**config.mk**
```make
export PLATFORM = sky130hd
export DESIGN_NAME = addcmp_flags
export DESIGN_NICKNAME = d
export VERILOG_FILES = /design/src/rtl/addcmp_flags.sv
export SDC_FILE = /design/constraint.sdc
export NUM_CORES = 1
export LEC_CHECK = 0
export BUFFER_PORTS_ARGS = -buffer_cell sky130_fd_sc_hd__buf_2
export CAP_MARGIN = 20
export CORE_ASPECT_RATIO = 1.2
export CORE_MARGIN = 2
export CORE_UTILIZATION = 50
export CTS_CLUSTER_SIZE = 16
export DETAILED_ROUTE_END_ITERATION = 12
export GPL_ROUTABILITY_DRIVEN = 0
export GPL_TIMING_DRIVEN = 1
export PLACE_DENSITY = 0.9
export SYNTH_ARGS = -nofsm -noshare
export SYNTH_HDL_FRONTEND = slang
export SYNTH_SLANG_ARGS = --single-unit
```
**constraint.sdc**
```tcl
create_clock -name clk -period 7.8 [get_ports clk]
set_clock_uncertainty 0.05 [all_clocks]
set_input_delay 0.78 -clock clk [delete_from_list [all_inputs] [get_ports clk]]
set_output_delay 0.78 -clock clk [all_outputs]
set_load 0.05 [all_outputs]
```
**src/rtl/addcmp_flags.sv**
```systemverilog
module addcmp_flags #(
  parameter int WIDTH = 16
) (
  input  logic             clk,
  input  logic             rst,
  input  logic             issue_i,
  input  logic [1:0]       op_i,
  input  logic [WIDTH-1:0] a_i,
  input  logic [WIDTH-1:0] b_i,
  input  logic             carry_upd_i,
  input  logic             equal_upd_i,
  input  logic             hw_carry_we_i,
  input  logic             hw_carry_i,
  output logic [WIDTH-1:0] result_o,
  output logic             result_we_o,
  output logic             cond_carry_o,
  output logic             cond_eq_o,
  output logic             cond_ne_o,
  output logic             cond_zero_o
);
  localparam int MSB = WIDTH - 1;

  logic             subtract;
  logic [WIDTH-1:0] b_eff;
  logic [WIDTH:0]   sum;
  logic             ovf, signed_lt, carry_new, same;
  logic             carry_q, equal_q;

  assign subtract  = (op_i != 2'b00);
  assign b_eff     = subtract ? ~b_i : b_i;
  assign sum       = {1'b0, a_i} + {1'b0, b_eff} + (WIDTH+1)'(subtract);
  assign ovf       = (a_i[MSB] ^ b_i[MSB]) & (sum[MSB] ^ a_i[MSB]);
  assign signed_lt = sum[MSB] ^ ovf;
  assign same      = &(~(a_i ^ b_i));

  always_comb begin
    case (op_i)
      2'b10:   carry_new = ~sum[WIDTH];
      2'b11:   carry_new = signed_lt;
      default: carry_new = sum[WIDTH];
    endcase
  end

  always_ff @(posedge clk) begin
    if (rst) begin
      carry_q <= 1'b0;
      equal_q <= 1'b0;
    end else begin
      if (issue_i && carry_upd_i) carry_q <= carry_new;
      else if (hw_carry_we_i)     carry_q <= hw_carry_i;
      if (issue_i && equal_upd_i) equal_q <= same;
    end
  end

  assign result_o     = sum[MSB:0];
  assign result_we_o  = issue_i & ~op_i[1];
  assign cond_carry_o = carry_q;
  assign cond_eq_o    = equal_q;
  assign cond_ne_o    = ~equal_q;
  assign cond_zero_o  = ~|a_i;

  assert_reset_clears_R10: assert property (@(posedge clk)
    rst |=> (!cond_carry_o && !cond_eq_o));

  assert_add_carry_R1: assert property (@(posedge clk) disable iff (rst)
    (issue_i && carry_upd_i && op_i == 2'b00) |=>
      (cond_carry_o == ($past(result_o) < $past(a_i))));

  assert_sub_carry_R2: assert property (@(posedge clk) disable iff (rst)
    (issue_i && carry_upd_i && op_i == 2'b01) |=>
      (cond_carry_o == ($past(a_i) >= $past(b_i))));

  assert_cmpu_carry_R3: assert property (@(posedge clk) disable iff (rst)
    (issue_i && carry_upd_i && op_i == 2'b10) |=>
      (cond_carry_o == ($past(a_i) < $past(b_i))));

  assert_cmps_carry_R4: assert property (@(posedge clk) disable iff (rst)
    (issue_i && carry_upd_i && op_i == 2'b11) |=>
      (cond_carry_o == ($signed($past(a_i)) < $signed($past(b_i)))));

  assert_no_cmp_writeback_R5: assert property (@(posedge clk) disable iff (rst)
    (!issue_i || op_i[1]) |-> !result_we_o);

  assert_carry_hold_R6: assert property (@(posedge clk) disable iff (rst)
    (!(issue_i && carry_upd_i) && !hw_carry_we_i) |=> $stable(cond_carry_o));

  assert_equal_update_R7: assert property (@(posedge clk) disable iff (rst)
    (issue_i && equal_upd_i) |=> (cond_eq_o == ($past(a_i) == $past(b_i))));

  assert_equal_hold_R7: assert property (@(posedge clk) disable iff (rst)
    !(issue_i && equal_upd_i) |=> $stable(cond_eq_o));
endmodule

```
; ---- Yosys cells after proc, flatten, opt, wreduce, memory -nomap -nowiden
; Cells that the tools add are included.
[totals]
input_bits = 41
reg_bits = 2
out_inout_bits = 21
elab_cells = 28
[op_classes]
mux = 4
n_reduce_logical = 7
n_eq_ne = 2
addsub = 2
n_bitwise = 11
[ops]
columns = cell, count
row1 = 16-bit NOT, 2
row2 = 16-bit by 16-bit adder with 17-bit output, 1
row3 = 17-bit by 1-bit adder with 17-bit output, 1
row4 = 16-bit two-way mux, 1
row5 = 16-bit AND reduction, 1
row6 = 16-bit OR reduction, 1
row7 = 16-bit bitwise XOR, 1
row8 = 2-bit equality test (second input constant), 2
row9 = 2-bit nonzero test, 2
row10 = 1-bit NOT, 3
row11 = 1-bit bitwise XOR, 3
row12 = 1-bit AND, 2
row13 = 1-bit logical AND, 2
row14 = 1-bit two-way mux, 2
row15 = 1-bit case mux with 2 select lines, 1
row16 = 1-bit zero test, 1

; ---- Longest topological paths before layout
[depth]
word_depth = 9
ltp_mapped = 10
ltp_nobuf = 9

; ---- Least setup slack after synthesis
; No wires, ideal clock.
[synth_timing]
path_kind = input-to-output
start = input op_i[1]
end = output result_o[13]
stages = 10
arrival_time_ps = 4008
required_time_ps = 6970
n_path_buf = 1
slack_ps = 2962
path_cell_list = nor2_1 clkbuf_1 xnor2_1 ha_1 nand2_1 o31ai_2 a31oi_2 o31ai_4 mux2i_1 nor4_2
[synth_between]
elab_chain_len = 4
[synth_rtl]
columns = item, line
row1 = from (decl), 7  ; input logic [1:0] op_i,
row2 = 2-bit nonzero test *, 29  ; assign subtract = (op_i != 2'b00);
row3 = 16-bit two-way mux, 30  ; assign b_eff = subtract ? ~b_i : b_i;
row4 = 16-bit by 16-bit adder with 17-bit output, 31  ; assign sum = {1'b0, a_i} + {1'b0, b_eff} + (WIDTH+1)'(subtract);
row5 = 17-bit by 1-bit adder with 17-bit output *, 31
row6 = to (decl), 14  ; output logic [WIDTH-1:0] result_o,
; Every way passes the cells marked *; elsewhere a longest branch is shown, timed or not.

; ---- Worst setup path after layout
; Ends and elaborated chain as after synthesis.

==> summary.txt <==
Synth
  – Mapped Cells: 174
  – Top-count cell post-synth: xnor2_1
  – Async S/R FF share, synth: 0%
  – Top post-synthesis cells by count: 30 x xnor2_1, 16 x a21oi_1, 15 x ha_1, 11 x xor2_1, 10 x nor2_1
  – Synthesized flop and latch total: 2
  – Synth top area cells: xnor2_1 20%, ha_1 14%, xor2_1 7.3%
  – Yosys top cell by area: xnor2_1
  – Synthesized area: 0.00132 sq mm
  – Synth Flop Type: dfxtp_1
  – Warning count from the yosys run: 0
  – Synth cell types: 42
  – EDFF count, synth: 0
  – Top cell type's share of synthesized area: 20.0%
  – Sequential element share of the synthesized area: 3.04%
  – Syn Area/Cell: 7.56 sq um
  – Syn nets: 231

Clock tree
  – Max Root-Sink Buffers: 2
  – Setup bufs post-CTS: 0
  – CTS H-tree depth: 1
  – Root buffer cell: clkbuf_4
  – CTS sink cnt: 2
  – Hold Buf Count CTS: 0
  – # resized after CTS: 0
  – Reg clk slew, reported paths: 30 ps
  – CTS tree: built
  – Total CTS buffers: 3
  – Worst skew pair latency: 230 ps

Critical path
  – Crit-path max cell delay: 330 ps
  – Critical path type: primary input to primary output
  – CP max FO: 15
  – Worst EP arrival: 3360 ps
  – WP data required: 6970 ps
  – Slowest CP cell: ha_1
  – CP most frequent cell: buf_2
  – Crit path cell chain: buf_2, nor2_1, buf_4, xnor2_1, ha_1, a21o_1, a31o_2, a31oi_2, o31ai_4, mux2i_1, nor4_2, buf_2
  – Crit start category: primary input
  – CP Capture Type: primary output

Outcome
  – Run status: finished clean

Power and ir drop
  – Clk network pwr share: 8.1%
  – Internal power: 111 uW
  – Combinational power share: 88.2%
  – Seq pwr share: 3.7%
  – Peak supply drop: 0.131 mV
  – Sw Share: 63.0%
  – Psw: 189 uW
  – Static Leak: 0.000757 uW
  – Power Density: 179 mW/mm^2

STA
  – Final setup margin: 3610 ps
  – Period utilization: 53.7%
  – RSZ-0062 raised after global routing: false
  – Final Hold Vio Count: 0
  – Minimum clock period: 4190 ps
  – FMAX: 239 MHz
  – Pins over their slew limit: 0
  – Rel. slew slack: 71.5%
  – Setup TNS: 0 ps
  – Final setup fails: 0
  – Worst Tran Pin Value: 424 ps

Worst hold path
  – Type of the most critical hold path: flop to flop

Place
  – IO Port Bufs: 61
  – Dpl ws: 3620 ps
  – Dpl hpwl: 3150 um

Floorplanning
  – Full die area: 0.00306 sq mm
  – I/O pins: 62
  – Die X: 50.8 um
  – Starting Density: 52.0%
  – Core ar.: 0.00253 sq mm
  – Row Count: 20
  – Die height: 60.2 um

Global route
  – First-pass GRT wire length: 6250 um
  – Largest net degree at the start of global routing: 16
  – GRT overflow: 0
  – Vias in the first global route: 1444
  – Total track usage: 26.4%
  – Initial antenna violation count: 0

Run
  – Max-Cap Viols: 0

Route
  – Avg WL per Cell: 14.2 um
  – DR iter-0 viols: 36
  – Via count: 1558
  – Antenna-violating nets left: 0
  – 1st-pass router iterations: 4
  – Drt total wl: 3840 um
  – DRC: 0
  – Vias per Instance: 5.77

Cells and area
  – Final #Nets: 296
  – Ant diodes: 0
  – Layout area overhead: 28.1%
  – Share of cells above drive strength 1: 30.4%
==> state kept, by name (all words and copies together) (netlist names) <==
register / count
cond_carry_o: 1
cond_eq_o: 1
==> through the flow <==
stage / power (uW) / instance area [sq um] / std cells / hold WS (ps) / utilization, %
global route: 319 / 1680 / 270 / 449 / 66.6
detailed placement: 274 / 1660 / 267 / 422 / 65.7
global placement: 271 / 1660 / 267 / 403 / 65.7
finish: 301 / 1680 / 270 / 422 / 66.6
floorplan: 215 / 1320 / 174 / 625 / -
CTS: 299 / 1680 / 270 / 426 / 66.6
==> worst paths after layout <==
check | slack [ps] | start | cells after the start | end
worst max register to register | 6600 | cond_carry_o | 5 | cond_carry_o
worst max-delay path | 3610 | op_i[1] | 12 | result_o[13]
worst min-delay path | 420 | cond_eq_o | 2 | cond_eq_o
worst min register to register | 420 | cond_eq_o | 2 | cond_eq_o
==> per-layer routing <==
layer | track usage, % | part of all wire (%) | vias up | routed length, um
li1 | - | - | 785 | -
met1 | 31.4 | 42 | 696 | 1630
met2 | 50.4 | 51 | 71 | 1950
met3 | 1.75 | 5.6 | 6 | 214
met4 | 7.72 | 1.3 | 0 | 49
met5 | 0 | 0 | - | 0
==> kinds of logic after synthesis <==
| logic type | after synthesis | share of synthesized area, % |
|---|---|---|
| compound gates | 48 | 25.5 |
| xor+xnor | 41 | 27.3 |
| fa+ha+maj | 16 | 15.8 |
| buf+inv | 9 | 2.57 |
| flops | 2 | 3.04 |
| mux | 4 | 3.14 |
| simple gates | 54 | 22.6 |
==> layout by cell type (no fill, tap or decap), types with 4 or more instances in the layout <==
| cell type | n |
|---|---|
| a21o_1 | 5 |
| a21oi_1 | 16 |
| buf_2 | 61 |
| ha_1 | 15 |
| inv_1 | 7 |
| nand2_1 | 8 |
| nor2_1 | 10 |
| nor3_1 | 9 |
| nor4_1 | 7 |
| o2111ai_1 | 4 |
| o21ai_0 | 5 |
| xnor2_1 | 30 |
| xor2_1 | 11 |
==> cell type report <==
class	instances	area (sq um)
timing repair buffer	62	313
multi-input combinational	163	1240
clock buffer	3	22.5
sequential	2	40.0
tap	33	41.3
inverter	7	26.3
fill	237	843
==> critical path, delay by kind of cell <==
kind,cells,cell delay (ps)
muxes,1,130
adders and majority gates,1,330
and+or+nand+nor,2,340
AOI/OAI and AO/OA,4,880
buffers and inverters,3,700
xor gates and xnor gates,1,190
==> power by group through the flow <==
stage	logic, uW	registers [uW]	clock network (uW)
5_1_grt	284	11.1	24.1
2_1_floorplan	202	13.0	0
3_3_place_gp	260	11.2	0
3_5_place_dp	263	11.2	0
4_1_cts	264	11.0	24.1
6_report	265	11.0	24.5
Note: power is estimated with default switching activity, not from simulation.
